**src/rtl/sro_pkg.sv**
```systemverilog
`timescale 1ns/1ps
package sro_pkg;

    typedef enum logic [1:0] {
        CMD_NOP   = 2'b00,
        CMD_READ  = 2'b01,
        CMD_DESEL = 2'b10,
        CMD_RSVD  = 2'b11
    } cmd_e;

    // captured strap settings
    typedef struct packed {
        logic pipe;   // 1: registered read output
        logic dcd;    // 1: deselect delayed one stage
    } mode_t;

    // a command effect on the drive state
    typedef struct packed {
        logic hit;    // an effect is due
        logic on;     // 1: drive on (read), 0: float (deselect)
    } evt_t;

    // effect that lands in the command's own cycle
    function automatic evt_t early_evt(cmd_e c, mode_t m, logic slp);
        evt_t e;
        e.hit = !slp && (((c == CMD_READ) && !m.pipe) ||
                         ((c == CMD_DESEL) && !m.dcd));
        e.on  = (c == CMD_READ);
        return e;
    endfunction

    // effect that lands one cycle after the command
    function automatic evt_t late_evt(cmd_e c, mode_t m, logic slp);
        evt_t e;
        e.hit = !slp && (((c == CMD_READ) && m.pipe) ||
                         ((c == CMD_DESEL) && m.dcd));
        e.on  = (c == CMD_READ);
        return e;
    endfunction

endpackage

```
**src/rtl/sro_mode_latch.sv**
```systemverilog
`timescale 1ns/1ps
module sro_mode_latch
    import sro_pkg::*;
(
    input  logic  clk,
    input  logic  rst,
    input  logic  pipe_sel_i,
    input  logic  dcd_sel_i,
    output mode_t mode_o
);
    mode_t mode_q;

    always_ff @(posedge clk) begin
        if (rst) begin
            mode_q.pipe <= pipe_sel_i;
            mode_q.dcd  <= dcd_sel_i;
        end
    end

    assign mode_o = mode_q;
endmodule

```
**src/rtl/sro_late_stage.sv**
```systemverilog
`timescale 1ns/1ps
module sro_late_stage
    import sro_pkg::*;
#(
    parameter int DW = 36
) (
    input  logic          clk,
    input  logic          rst,
    input  evt_t          evt_i,
    input  logic [DW-1:0] data_i,
    output evt_t          evt_o,
    output logic [DW-1:0] data_o
);
    evt_t          evt_q;
    logic [DW-1:0] data_q;

    always_ff @(posedge clk) begin
        if (rst) begin
            evt_q  <= '0;
            data_q <= '0;
        end else begin
            evt_q <= evt_i;
            if (evt_i.hit && evt_i.on) begin
                data_q <= data_i;
            end
        end
    end

    assign evt_o  = evt_q;
    assign data_o = data_q;
endmodule

```
**src/rtl/sro_resolver.sv**
```systemverilog
`timescale 1ns/1ps
module sro_resolver
    import sro_pkg::*;
#(
    parameter int DW = 36
) (
    input  logic          clk,
    input  logic          rst,
    input  logic          sleep_i,
    input  evt_t          early_i,
    input  logic [DW-1:0] early_data_i,
    input  evt_t          late_i,
    input  logic [DW-1:0] late_data_i,
    output logic          drv_en_o,
    output logic [DW-1:0] drv_data_o
);
    logic          en_q, en_n;
    logic [DW-1:0] dat_q, dat_n;

    // newest command wins: the early effect belongs to this cycle's command
    always_comb begin
        en_n  = en_q;
        dat_n = dat_q;
        if (early_i.hit) begin
            en_n = early_i.on;
            if (early_i.on) dat_n = early_data_i;
        end else if (late_i.hit) begin
            en_n = late_i.on;
            if (late_i.on) dat_n = late_data_i;
        end
    end

    always_ff @(posedge clk) begin
        if (rst) begin
            en_q  <= 1'b0;
            dat_q <= '0;
        end else if (!sleep_i) begin
            en_q  <= en_n;
            dat_q <= dat_n;
        end
    end

    assign drv_en_o   = en_n;
    assign drv_data_o = dat_n;
endmodule

```
**src/rtl/sro_read_out.sv**
```systemverilog
`timescale 1ns/1ps
module sro_read_out
    import sro_pkg::*;
#(
    parameter int DW = 36
) (
    input  logic          clk,
    input  logic          rst,
    input  logic          pipe_sel_i,
    input  logic          dcd_sel_i,
    input  logic [1:0]    cmd_i,
    input  logic [DW-1:0] rd_data_i,
    input  logic          oe_n_i,
    input  logic          sleep_i,
    output logic [DW-1:0] dq_o,
    output logic          dq_oe_o
);
    mode_t         mode;
    cmd_e          cmd;
    evt_t          ev_early, ev_late_in, ev_late;
    logic [DW-1:0] late_data;
    logic          drv_en;
    logic [DW-1:0] drv_data;
    logic          mode_pipe, mode_dcd;

    assign cmd        = cmd_e'(cmd_i);
    assign mode_pipe  = mode.pipe;
    assign mode_dcd   = mode.dcd;
    assign ev_early   = early_evt(cmd, mode, sleep_i);
    assign ev_late_in = late_evt(cmd, mode, sleep_i);

    sro_mode_latch u_mode (
        .clk        (clk),
        .rst        (rst),
        .pipe_sel_i (pipe_sel_i),
        .dcd_sel_i  (dcd_sel_i),
        .mode_o     (mode)
    );

    sro_late_stage #(.DW(DW)) u_late (
        .clk    (clk),
        .rst    (rst),
        .evt_i  (ev_late_in),
        .data_i (rd_data_i),
        .evt_o  (ev_late),
        .data_o (late_data)
    );

    sro_resolver #(.DW(DW)) u_res (
        .clk          (clk),
        .rst          (rst),
        .sleep_i      (sleep_i),
        .early_i      (ev_early),
        .early_data_i (rd_data_i),
        .late_i       (ev_late),
        .late_data_i  (late_data),
        .drv_en_o     (drv_en),
        .drv_data_o   (drv_data)
    );

    // driver enable: asynchronous gating by output enable and sleep
    assign dq_oe_o = drv_en && !oe_n_i && !sleep_i && !rst;
    assign dq_o    = rst ? '0 : drv_data;
endmodule

```
**config.mk**
```make
export PLATFORM = sky130hd
export DESIGN_NAME = sro_read_out
export DESIGN_NICKNAME = d
export VERILOG_FILES = /design/src/rtl/sro_pkg.sv /design/src/rtl/sro_mode_latch.sv /design/src/rtl/sro_late_stage.sv /design/src/rtl/sro_resolver.sv /design/src/rtl/sro_read_out.sv
export SDC_FILE = /design/constraint.sdc
export NUM_CORES = 1
export LEC_CHECK = 0
export BUFFER_PORTS_ARGS = -buffer_cell sky130_fd_sc_hd__buf_2
export CORE_AREA = 2 2 114 116
export DETAILED_ROUTE_END_ITERATION = 16
export DIE_AREA = 0 0 116 118
export GPL_ROUTABILITY_DRIVEN = 0
export PLACE_DENSITY = 0.64
export SLEW_MARGIN = 20
export SYNTH_ARGS = -nofsm -noshare
export SYNTH_HDL_FRONTEND = slang
export SYNTH_SLANG_ARGS = --single-unit
```
**constraint.sdc**
```tcl
create_clock -name clk -period 1.5 [get_ports clk]
set_input_delay 0.15 -clock clk [delete_from_list [all_inputs] [get_ports clk]]
set_output_delay 0.15 -clock clk [all_outputs]
set_load 0.005 [all_outputs]
```
==> impl_metrics.json <==
{
  "status": "finished, violations left",
  "violations": "negative setup slack",
  "slew_violations": 0,
  "design_area_um2": 7610,
  "areaGrowthSynthToFinish_pct": 54.8,
  "synth_area_per_cell_um2": 8.28,
  "clock-sinks": 77,
  "grt_max_degree": 38,
  "fin_crit_ns": 2.29,
  "synth_top_area_share_pct": 30.5,
  "clock-root-buffer": "clkbuf_16",
  "required_ns": 1.35,
  "initial_utilization_pct": 39.6,
  "synthArstFlopShare_pct": 0,
  "io_pins": 81,
  "dp_hpwl_mm": 9.90,
  "yosys_warnings": 0,
  "finalPower_uw": 6110,
  "synth-main-ff-cell": "dfxtp_1",
  "ant_nets": 0,
  "grt.total_usage_pct": 27.3,
  "grt_pass1_vias": 5497,
  "routed-via-count": 5517,
  "die_area_um2": 13700,
  "fmax_mhz": 438,
  "synth.most_common_cell": "dfxtp_1",
  "period_share_pct": 152,
  "cts_hold_buffers": 0,
  "hold_viol_final": 0,
  "endpoint_kind": "primary output",
  "relSlewSlack_pct": 74.9,
  "drv_cap": 0,
  "grt_overflow": 0,
  "clkTransAtPathRegs_ns": 0.06,
  "die_h_um": 118,
  "peakVddDrop_v": 0.000547,
  "synth_compound_area_share_pct": 33.6,
  "drtIter0Drc": 466,
  "synthAdderAreaFrac_pct": 0,
  "finalClockSkew_ns": 0.00947,
  "synth_mux_area_share_pct": 15.6,
  "drive_gt1_share_pct": 47.0,
  "clock_path_buffers": 2,
  "ys_seq_area_share_pct": 31.8,
  "ys_types": 28,
  "port_buffers": 80,
  "pre_cts_slack_ns": -0.453,
  "syn_area_um2": 4920,
  "syn_inst": 594,
  "synth_area_leaders": "dfxtp_1, mux2_2, mux2i_1",
  "routed_wl_mm": 19.4,
  "leakage_uw": 0.00315,
  "fin_ws_ns": -0.785,
  "critPathLaunchType": "register",
  "placed_area_um2": 5950,
  "cts-htree-levels": 3,
  "grt_pass1_wl_mm": 29.4,
  "path_max_fanout": 3,
  "drc": 0,
  "worstMarginPinSlew_ns": 0.376,
  "powerDensity_nw_per_um2": 803,
  "via_per_inst": 6.17,
  "synthTopCellsByCount": "dfxtp_1, nand2_1, nor2_1",
  "core_um2": 12400,
  "rows": 41,
  "yosys.area_share.xor_xnor_pct": 0,
  "yosys.area_share.simple_pct": 10.5,
  "syn-num-nets": 638,
  "rsz0062_at_grt": "yes",
  "utilization_pct": 61.3,
  "numCtsBuffers": 9,
  "synth_edf_count": 2,
  "synth_area_leader_cell": "dfxtp_1",
  "clkLatencyLatePin_ns": 0.34,
  "nets": 760,
  "cts_tree": "yes",
  "yosys_register_bits": 77,
  "cp_data_arrival_time_ns": 2.14,
  "setup_viol": 74,
  "synth_top_family_by_area": "compound AO/OA/AOI/OAI gates",
  "hold_class": "input pin to register",
  "dieWidth_um": 116,
  "path_class": "register to primary output",
  "wire_per_inst_um": 21.7,
  "first_pass_iters": 5,
  "antenna_found_initial": 1
}
-- critical path: stages, from the launching register on --
cell and delay (ns):
edfxtp_1 0.39, or3b_4 0.44, a21oi_4 0.22, buf_6 0.16
buf_4 0.11, nor2_1 0.04, a211oi_2 0.27, buf_2 0.18
-- cell type report --
type | instances | area [um^2]
flip-flops and latches | 77 | 1560
inverters | 37 | 139
well taps | 172 | 215
diodes | 1 | 2.50
multi-input cells | 417 | 3540
fillers | 1013 | 4800
clock buffers | 13 | 272
clock inverters | 3 | 65.1
repair buffers | 174 | 1820
-- repair_timing --
item	in CTS	in global routing
hold endpoints to repair	0	0
buffers inserted	21	16
gates cloned	16	2
pin swaps	38	33
setup endpoints to repair	74	74
resized for setup	75	52
-- where the power goes --
part	leakage, uW	switching, uW	internal (uW)	total [uW]
clock	0.000165	903	1600	2510
combinational	0.00236	760	707	1470
sequential	0.000626	32.9	2110	2140
total	0.00315	1700	4420	6110
-- metal layers --
metal	GRT usage (%)	routed length, um
met5	0	0
met4	13.9	787
met3	4.07	1340
met1	33.5	7630
met2	45.8	9660
-- through the flow --
step           hold slack [ns]  TNS [ns]  std cells
3_5_place_dp             0.356    -27.45        826
4_1_cts                0.00503    -42.49        879
5_1_grt                 0.0148    -51.32        894
2_1_floorplan            0.249     -7.90        594
3_3_place_gp             0.354    -24.60        826
6_report                0.0180    -46.29        894
-- kinds of logic (layout without fill, tap and decap cells) --
logic type,count (synthesis),in the layout
compound gates,219,219
buf+inv,101,227
flops,77,77
mux,72,72
other cells,0,1
simple gates,125,126
-- worst paths after layout --
path,from,to,slack [ns],cells after the start
setup / recovery,u_mode.mode_o[1],dq_o[9],-0.79,7
hold / removal,pipe_sel_i,u_mode.mode_o[1],0.02,1
setup reg to reg,u_mode.mode_o[1],u_res.dat_q[8],-0.63,11
hold reg to reg,u_late.data_o[16],u_late.data_o[16],0.45,2
-- placed cells by master, fill, tap and decap left out, types with 9 or more instances in the layout --
cell	count
o21ai_1	23
nand2_1	73
mux2i_1	36
clkbuf_16	12
mux2_2	36
a22oi_1	27
a211oi_2	35
dfxtp_1	75
buf_6	9
buf_12	27
buf_16	11
o211a_1	36
a22oi_2	9
buf_4	40
nor2_2	11
a21oi_1	37
o21ai_2	12
nor2_1	22
o221ai_2	27
inv_1	37
buf_2	79
-- registers in the layout (all words and copies together) (netlist names) --
register       count
u_res.en_q         1
u_mode.mode_o      2
u_late.evt_o       2
u_late.data_o     36
u_res.dat_q       36
(Power assumes the default switching activity.)
